$ cat config.mk
export PLATFORM = sky130hd
export DESIGN_NAME = mcpu_core
export DESIGN_NICKNAME = d
export VERILOG_FILES = /design/src/rtl/mcpu_pkg.sv /design/src/rtl/mcpu_regfile.sv /design/src/rtl/mcpu_control.sv /design/src/rtl/mcpu_datapath.sv /design/src/rtl/mcpu_core.sv
export SDC_FILE = /design/constraint.sdc
export NUM_CORES = 2
export LEC_CHECK = 0
export BUFFER_PORTS_ARGS = -buffer_cell sky130_fd_sc_hd__buf_2
export CORE_UTILIZATION = 45
export DETAILED_ROUTE_END_ITERATION = 8
export SYNTH_ARGS = -nofsm -noshare
export SYNTH_HDL_FRONTEND = slang
export SYNTH_SLANG_ARGS = --single-unit
$ cat constraint.sdc
create_clock -name clk -period 5.7 [get_ports clk]
set_input_delay 0.57 -clock clk [delete_from_list [all_inputs] [get_ports clk]]
set_output_delay 0.57 -clock clk [all_outputs]
set_load 0.02 [all_outputs]
$ cat src/rtl/mcpu_pkg.sv
package mcpu_pkg;
  localparam int WORD_W = 32;
  localparam int OP_W   = 6;

  localparam logic [OP_W-1:0] OP_REG   = 6'h00;
  localparam logic [OP_W-1:0] OP_ADDI  = 6'h01;
  localparam logic [OP_W-1:0] OP_ANDI  = 6'h02;
  localparam logic [OP_W-1:0] OP_ORI   = 6'h03;
  localparam logic [OP_W-1:0] OP_SLTI  = 6'h04;
  localparam logic [OP_W-1:0] OP_LOAD  = 6'h08;
  localparam logic [OP_W-1:0] OP_STORE = 6'h09;
  localparam logic [OP_W-1:0] OP_BEQZ  = 6'h0C;

  localparam logic [5:0] FN_ADD = 6'd0;
  localparam logic [5:0] FN_SUB = 6'd1;
  localparam logic [5:0] FN_AND = 6'd2;
  localparam logic [5:0] FN_OR  = 6'd3;
  localparam logic [5:0] FN_XOR = 6'd4;
  localparam logic [5:0] FN_SLT = 6'd5;

  typedef enum logic [2:0] {ST_FETCH, ST_DECODE, ST_EXEC, ST_MEM, ST_WB} phase_e;
  typedef enum logic [1:0] {ALU_ADDR, ALU_BRANCH, ALU_REG, ALU_IMM} aluMode_e;
  typedef enum logic [2:0] {CL_REG, CL_IMM, CL_LOAD, CL_STORE, CL_BRANCH, CL_OTHER} class_e;
  typedef enum logic [2:0] {K_ADD, K_SUB, K_AND, K_OR, K_XOR, K_SLT, K_ZERO} aluKind_e;

  typedef struct packed {
    logic     irLoad;
    logic     opLoad;
    logic     aluLoad;
    logic     lmdLoad;
    logic     memWrite;
    logic     dataAddr;
    logic     pcLoad;
    logic     pcBranch;
    logic     regWrite;
    logic     wbFromLoad;
    logic     wbToRd;
    aluMode_e aluMode;
  } ctrl_t;

  function automatic class_e classify(logic [OP_W-1:0] op);
    case (op)
      OP_REG:                             return CL_REG;
      OP_ADDI, OP_ANDI, OP_ORI, OP_SLTI:  return CL_IMM;
      OP_LOAD:                            return CL_LOAD;
      OP_STORE:                           return CL_STORE;
      OP_BEQZ:                            return CL_BRANCH;
      default:                            return CL_OTHER;
    endcase
  endfunction

  function automatic logic [WORD_W-1:0] aluEval(aluKind_e k, logic [WORD_W-1:0] x,
                                                logic [WORD_W-1:0] y);
    case (k)
      K_ADD:   return x + y;
      K_SUB:   return x - y;
      K_AND:   return x & y;
      K_OR:    return x | y;
      K_XOR:   return x ^ y;
      K_SLT:   return {{(WORD_W-1){1'b0}}, $signed(x) < $signed(y)};
      default: return '0;
    endcase
  endfunction
endpackage

$ cat src/rtl/mcpu_regfile.sv
module mcpu_regfile #(
  parameter int NREG = 32,
  parameter int DW   = 32,
  localparam int IW  = $clog2(NREG)
) (
  input  logic          clk,
  input  logic          rst,
  input  logic          wrEn,
  input  logic [IW-1:0] wrIdx,
  input  logic [DW-1:0] wrData,
  input  logic [IW-1:0] rdIdxA,
  input  logic [IW-1:0] rdIdxB,
  input  logic [IW-1:0] rdIdxC,
  output logic [DW-1:0] rdDataA,
  output logic [DW-1:0] rdDataB,
  output logic [DW-1:0] rdDataC
);
  logic [DW-1:0] view [NREG];

  // entry 0 has no storage: it is wired to zero
  assign view[0] = '0;

  for (genvar g = 1; g < NREG; g++) begin : gReg
    logic [DW-1:0] q;
    always_ff @(posedge clk) begin
      if (rst)                          q <= '0;
      else if (wrEn && wrIdx == IW'(g)) q <= wrData;
    end
    assign view[g] = q;
  end

  assign rdDataA = view[rdIdxA];
  assign rdDataB = view[rdIdxB];
  assign rdDataC = view[rdIdxC];
endmodule

$ cat src/rtl/mcpu_control.sv
module mcpu_control
  import mcpu_pkg::*;
(
  input  logic            clk,
  input  logic            rst,
  input  logic [OP_W-1:0] opcode,
  output ctrl_t           ctrl
);
  phase_e phaseQ, phaseD;
  class_e cls;

  assign cls = classify(opcode);

  always_ff @(posedge clk) begin
    if (rst) phaseQ <= ST_FETCH;
    else     phaseQ <= phaseD;
  end

  always_comb begin
    ctrl   = '0;
    phaseD = ST_FETCH;
    case (phaseQ)
      ST_FETCH: begin
        ctrl.irLoad = 1'b1;
        phaseD      = ST_DECODE;
      end
      ST_DECODE: begin
        ctrl.opLoad = 1'b1;
        phaseD      = ST_EXEC;
      end
      ST_EXEC: begin
        ctrl.aluLoad = 1'b1;
        case (cls)
          CL_REG:    begin ctrl.aluMode = ALU_REG;    phaseD = ST_WB;  end
          CL_IMM:    begin ctrl.aluMode = ALU_IMM;    phaseD = ST_WB;  end
          CL_LOAD,
          CL_STORE:  begin ctrl.aluMode = ALU_ADDR;   phaseD = ST_MEM; end
          CL_BRANCH: begin ctrl.aluMode = ALU_BRANCH; phaseD = ST_MEM; end
          default:   begin ctrl.pcLoad  = 1'b1;       phaseD = ST_FETCH; end
        endcase
      end
      ST_MEM: begin
        ctrl.dataAddr = 1'b1;
        case (cls)
          CL_LOAD:   begin ctrl.lmdLoad = 1'b1; phaseD = ST_WB; end
          CL_STORE:  begin ctrl.memWrite = 1'b1; ctrl.pcLoad = 1'b1; end
          CL_BRANCH: begin ctrl.pcLoad = 1'b1; ctrl.pcBranch = 1'b1; end
          default:   ctrl.pcLoad = 1'b1;
        endcase
      end
      ST_WB: begin
        ctrl.regWrite   = 1'b1;
        ctrl.wbFromLoad = (cls == CL_LOAD);
        ctrl.wbToRd     = (cls == CL_REG);
        ctrl.pcLoad     = 1'b1;
      end
      default: phaseD = ST_FETCH;
    endcase
  end

  // the first three steps always follow one another
  assert_fetch_to_decode_R12: assert property (@(posedge clk) disable iff (rst)
    phaseQ == ST_FETCH |=> phaseQ == ST_DECODE);
  assert_decode_to_exec_R12: assert property (@(posedge clk) disable iff (rst)
    phaseQ == ST_DECODE |=> phaseQ == ST_EXEC);
endmodule

$ cat src/rtl/mcpu_datapath.sv
module mcpu_datapath
  import mcpu_pkg::*;
#(
  parameter int ADDR_W = 8,
  parameter int NREG   = 32,
  localparam int IW    = $clog2(NREG)
) (
  input  logic              clk,
  input  logic              rst,
  input  ctrl_t             ctrl,
  output logic [OP_W-1:0]   opcode,
  output logic [ADDR_W-1:0] memAddr,
  output logic              memWe,
  output logic [WORD_W-1:0] memWdata,
  input  logic [WORD_W-1:0] memRdata,
  input  logic [IW-1:0]     dbgAddr,
  output logic [WORD_W-1:0] dbgData
);
  logic [WORD_W-1:0] pc, npc, ir, regA, regB, immX, aluOut, lmd;
  logic              condQ;
  logic [IW-1:0]     rsIdx, rtIdx, rdIdx, wrIdx;
  logic [5:0]        funct;
  logic [WORD_W-1:0] immExt, rfA, rfB, aluRes, wrData;
  aluKind_e          regKind, immKind;
  logic              unusedShamt;

  assign opcode      = ir[31:26];
  assign rsIdx       = ir[25:21];
  assign rtIdx       = ir[20:16];
  assign rdIdx       = ir[15:11];
  assign funct       = ir[5:0];
  assign unusedShamt = ^ir[10:6];
  assign immExt      = {{(WORD_W-16){ir[15]}}, ir[15:0]};

  always_comb begin
    case (funct)
      FN_ADD:  regKind = K_ADD;
      FN_SUB:  regKind = K_SUB;
      FN_AND:  regKind = K_AND;
      FN_OR:   regKind = K_OR;
      FN_XOR:  regKind = K_XOR;
      FN_SLT:  regKind = K_SLT;
      default: regKind = K_ZERO;
    endcase
    case (opcode)
      OP_ANDI: immKind = K_AND;
      OP_ORI:  immKind = K_OR;
      OP_SLTI: immKind = K_SLT;
      default: immKind = K_ADD;
    endcase
    case (ctrl.aluMode)
      ALU_ADDR:   aluRes = aluEval(K_ADD, regA, immX);
      ALU_BRANCH: aluRes = aluEval(K_ADD, npc, immX);
      ALU_REG:    aluRes = aluEval(regKind, regA, regB);
      default:    aluRes = aluEval(immKind, regA, immX);
    endcase
  end

  assign wrIdx  = ctrl.wbToRd ? rdIdx : rtIdx;
  assign wrData = ctrl.wbFromLoad ? lmd : aluOut;

  mcpu_regfile #(.NREG(NREG), .DW(WORD_W)) uRegs (
    .clk     (clk),
    .rst     (rst),
    .wrEn    (ctrl.regWrite),
    .wrIdx   (wrIdx),
    .wrData  (wrData),
    .rdIdxA  (rsIdx),
    .rdIdxB  (rtIdx),
    .rdIdxC  (dbgAddr),
    .rdDataA (rfA),
    .rdDataB (rfB),
    .rdDataC (dbgData)
  );

  always_ff @(posedge clk) begin
    if (rst) begin
      pc     <= '0;
      npc    <= '0;
      ir     <= '0;
      regA   <= '0;
      regB   <= '0;
      immX   <= '0;
      aluOut <= '0;
      lmd    <= '0;
      condQ  <= 1'b0;
    end else begin
      if (ctrl.irLoad) begin
        ir  <= memRdata;
        npc <= pc + WORD_W'(4);
      end
      if (ctrl.opLoad) begin
        regA <= rfA;
        regB <= rfB;
        immX <= immExt;
      end
      if (ctrl.aluLoad) begin
        aluOut <= aluRes;
        condQ  <= (regA == '0);
      end
      if (ctrl.lmdLoad) lmd <= memRdata;
      if (ctrl.pcLoad)  pc  <= (ctrl.pcBranch && condQ) ? aluOut : npc;
    end
  end

  assign memAddr  = ctrl.dataAddr ? aluOut[ADDR_W+1:2] : pc[ADDR_W+1:2];
  assign memWe    = ctrl.memWrite;
  assign memWdata = regB;

  assert_pc_hold_R12: assert property (@(posedge clk) disable iff (rst)
    !ctrl.pcLoad |=> $stable(pc));
  assert_branch_target_R7: assert property (@(posedge clk) disable iff (rst)
    (ctrl.pcLoad && ctrl.pcBranch && condQ) |=> pc == $past(aluOut));
  assert_next_pc_R10: assert property (@(posedge clk) disable iff (rst)
    ctrl.irLoad |=> npc == $past(pc) + WORD_W'(4));
  assert_store_only_R6: assert property (@(posedge clk) disable iff (rst)
    memWe |-> opcode == OP_STORE);
  assert_regwrite_class_R3: assert property (@(posedge clk) disable iff (rst)
    ctrl.regWrite |-> (opcode == OP_REG || opcode == OP_LOAD ||
                       (opcode >= OP_ADDI && opcode <= OP_SLTI)));
endmodule

$ cat src/rtl/mcpu_core.sv
module mcpu_core
  import mcpu_pkg::*;
#(
  parameter int ADDR_W = 8
) (
  input  logic              clk,
  input  logic              rst,
  output logic [ADDR_W-1:0] memAddr,
  output logic              memWe,
  output logic [31:0]       memWdata,
  input  logic [31:0]       memRdata,
  input  logic [4:0]        dbgAddr,
  output logic [31:0]       dbgData
);
  ctrl_t           ctrl;
  logic [OP_W-1:0] opcode;

  mcpu_control uCtrl (
    .clk    (clk),
    .rst    (rst),
    .opcode (opcode),
    .ctrl   (ctrl)
  );

  mcpu_datapath #(.ADDR_W(ADDR_W), .NREG(32)) uData (
    .clk      (clk),
    .rst      (rst),
    .ctrl     (ctrl),
    .opcode   (opcode),
    .memAddr  (memAddr),
    .memWe    (memWe),
    .memWdata (memWdata),
    .memRdata (memRdata),
    .dbgAddr  (dbgAddr),
    .dbgData  (dbgData)
  );
endmodule

==> flow_summary.json <==
{
  "cts_made_buffers": 146,
  "initial_core_util": 0.455,
  "grt_use_total": 0.335,
  "cts_tree": "yes",
  "netlist_top_cells_count": "1,387 x nor2_1, 1,239 x dfxtp_1, 1,086 x a211oi_1",
  "synth_area_leader_cell": "dfxtp_1",
  "gp_congestion": 0.994,
  "post_cts_resized": 0,
  "min_path_cells": 3,
  "synth-xor-area-share": 0.00983,
  "yosys.area_share.simple": 0.110,
  "fin_setup_tns_ns": 0,
  "muxShareOfSynthArea": 0.287,
  "synth_flop_cell": "dfxtp_1",
  "drive_above_1_share": 0.222,
  "end_kind": "flip-flop",
  "status": "completed",
  "ctsRootBufferMaster": "clkbuf_16",
  "crit_type": "reg2reg",
  "rsz0062_at_grt": "no",
  "syn_to_final_growth_pct": 9.96,
  "drv_slew": 0,
  "cts.sinks": 1239,
  "p_leak_nw": 27.6,
  "synth-edff-count": 0,
  "die-area_mm2": 0.174,
  "yosysTopAreaCellShare": 0.320,
  "synth_top_family_by_area": "multiplexers",
  "first_pass_iters": 9,
  "r2r-end": "uData.aluOut[25]",
  "synth_fa_ha_area_frac": 0.0386,
  "vias_per_cell": 6.77,
  "r2r_setup_slack_ns": 1.37,
  "cts_buffer_depth": 3,
  "crit_required_ns": 6.39,
  "ant_nets": 0,
  "coreArea_mm2": 0.170,
  "synthCells": 7723,
  "ctsHoldBuffers": 8,
  "syn_nets": 7998,
  "dp.cells": 9489,
  "clkTransAtPathRegs_ns": 0.06,
  "clock.fmax_mhz": 231,
  "synth.distinct_cells": 89,
  "drtIter0Drc": 8727,
  "totalWireLength_um": 296000,
  "relSlewSlack": 0.0439,
  "ir_drop_mv": 0.243,
  "hold_viol_final": 0,
  "grt_max_degree": 222,
  "drc_errors": 0,
  "synth-seq-cells": 1239,
  "rr_worst_depth": 12,
  "path_max_fanout": 10,
  "min_path_type": "in2reg",
  "dp_hpwl_um": 187000,
  "setup.worst_path.end": "uData.aluOut[25]",
  "maxCapViolations": 0,
  "num_rows": 151,
  "port_buffers": 111,
  "cellPowerDensity_mw_per_mm2": 254,
  "nNetsFinal": 7625,
  "synth_area_leaders": "dfxtp_1 32%, mux4_2 25%, a211oi_1 11%",
  "synthArstFlopShare": 0,
  "num-fill-cells": 15400,
  "grt_pass1_vias": 62200,
  "num_vias": 66100,
  "grt_overflow_total": 0,
  "synth-seq-area-share": 0.320,
  "arrival_ns": 5.02,
  "syn_area_per_cell_um2": 10.0,
  "fp.dieH_um": 417,
  "final_cells": 9768,
  "grt_pass1_wl_um": 432000,
  "min_period_ns": 4.33,
  "post-cts-setup-buffer-count": 0,
  "tightestPinTransition_ns": 1.43,
  "fin_worst_skew_ns": 0.0343,
  "r2r_start": "uData.regA[1]",
  "antenna_found_initial": 10,
  "cp-startpoint": "uData.regA[1]",
  "ctsHtreeMaxLevel": 4,
  "yosysWarnings": 0,
  "cp-start-kind": "flip-flop",
  "wl_per_cell_um": 30.4,
  "synth-compound-area-share": 0.185,
  "synth_most_common_cell": "nor2_1",
  "synthesis.area_mm2": 0.0775,
  "io_pins": 112,
  "period_share": 0.760,
  "insertion_delay_ns": 0.83,
  "die_w_um": 417,
  "setup_viol": 0
}
worst min path at each step:
stage                       startpoint        endpoint  slack (ns)
after floorplan           uData.ir[10]  uData.immX[10]        0.43
after global placement     uData.ir[6]   uData.immX[6]        0.44
after detailed placement   uData.ir[7]   uData.immX[7]        0.44
after CTS                 memRdata[26]   uData.lmd[26]     0.00004
after global routing      memRdata[11]    uData.ir[11]        0.02
final                     memRdata[20]   uData.lmd[20]        0.04
per-layer routing:
| layer | track usage | vias up | wire length, µm |
|---|---|---|---|
| li1 | - | 28700 | - |
| met4 | 0.175 | 10 | 17600 |
| met2 | 0.516 | 3817 | 133000 |
| met1 | 0.440 | 32700 | 115000 |
| met3 | 0.0758 | 880 | 30700 |
| met5 | 0 | - | 55 |
logic make-up (layout without fill, tap and decap cells):
| kind of cell | count (synthesis) | count (layout) |
|---|---|---|
| flops | 1239 | 1239 |
| xor+xnor | 87 | 87 |
| other cells | 0 | 1 |
| compound gates | 2026 | 2026 |
| buf+inv | 977 | 726 |
| simple gates | 2033 | 2033 |
| mux | 1125 | 1125 |
| fa+ha+maj | 236 | 236 |
state kept, by name, summed over array words and instances, names as in the netlist, 16 cells and up, named ones only:
name                count
uData.uRegs.gReg.q    992
uData.aluOut           32
uData.ir               32
uData.lmd              32
uData.memWdata         32
uData.npc              32
uData.pc               32
uData.regA             32
uData.immX             16
cell type report:
class | instances | area [µm²] | share of cell area
antenna | 1 | 2.50 | 0.0000294
clock buffer | 214 | 4260 | 0.0500
clock inverter | 56 | 694 | 0.00815
inverter | 147 | 557 | 0.00653
multi-input combinational | 5507 | 49400 | 0.579
sequential | 1239 | 24800 | 0.291
tap | 2295 | 2870 | 0.0337
timing repair buffer | 309 | 2630 | 0.0308
where the power goes:
group	switching [W]	internal (W)
clock	0.00409	0.00565
sequential	0.000295	0.00878
combinational	0.00186	0.000955
critical path: stages (launching register included):
cell and delay, ns:
dfxtp_1 0.62, inv_1 0.13, ha_1 0.37, a211oi_1 0.37
nor3_1 0.12, nor3_1 0.62, a211oi_2 0.17, buf_4 0.22
a211oi_1 0.31, o21ai_0 0.18, a311o_1 0.37, o21ai_0 0.55
a211oi_1 0.16
layout by cell type, fill, tap and decap left out, types with 15 or more instances in the layout:
cell | synthesis | final
a22o_1 | 96 | 96
xor2_1 | 46 | 46
mux2i_4 | 0 | 26
o211ai_1 | 26 | 26
o22ai_1 | 23 | 22
mux2i_1 | 132 | 100
and2_1 | 15 | 15
o21bai_1 | 27 | 27
nand4_1 | 24 | 24
clkbuf_1 | 626 | 34
o221ai_1 | 26 | 26
nor2b_1 | 20 | 17
nor2_4 | 12 | 22
nand2_1 | 345 | 345
inv_1 | 145 | 144
a211oi_1 | 1086 | 1086
xnor2_1 | 41 | 41
buf_12 | 0 | 42
and3_1 | 16 | 16
a221oi_1 | 31 | 31
clkinv_2 | 0 | 26
nor3_1 | 43 | 41
a21o_1 | 33 | 33
a21oi_1 | 360 | 358
or3_1 | 19 | 19
mux4_2 | 864 | 864
nor2_1 | 1387 | 1381
ha_1 | 231 | 231
nand3_1 | 59 | 58
nor4_1 | 19 | 19
a31oi_1 | 29 | 29
mux2_2 | 129 | 129
buf_2 | 103 | 106
clkbuf_16 | 0 | 147
clkbuf_8 | 0 | 33
nand2b_1 | 16 | 16
dfxtp_1 | 1239 | 1228
buf_4 | 1 | 149
o21ai_0 | 132 | 132
through the flow:
stage               utilization  cell area, µm²  total power (W)  hold WS, ns  setup WS [ns]
floorplan                     -           77500           0.0110        0.432           1.38
CTS                       0.501           85200           0.0216    0.0000377           1.47
global placement          0.471           80200           0.0120        0.439           1.53
finish                    0.501           85200           0.0216       0.0355           1.37
global route              0.501           85200           0.0222       0.0167           1.12
detailed placement        0.471           80200           0.0120        0.445           1.49
Note: power is estimated with default switching activity, not from simulation.
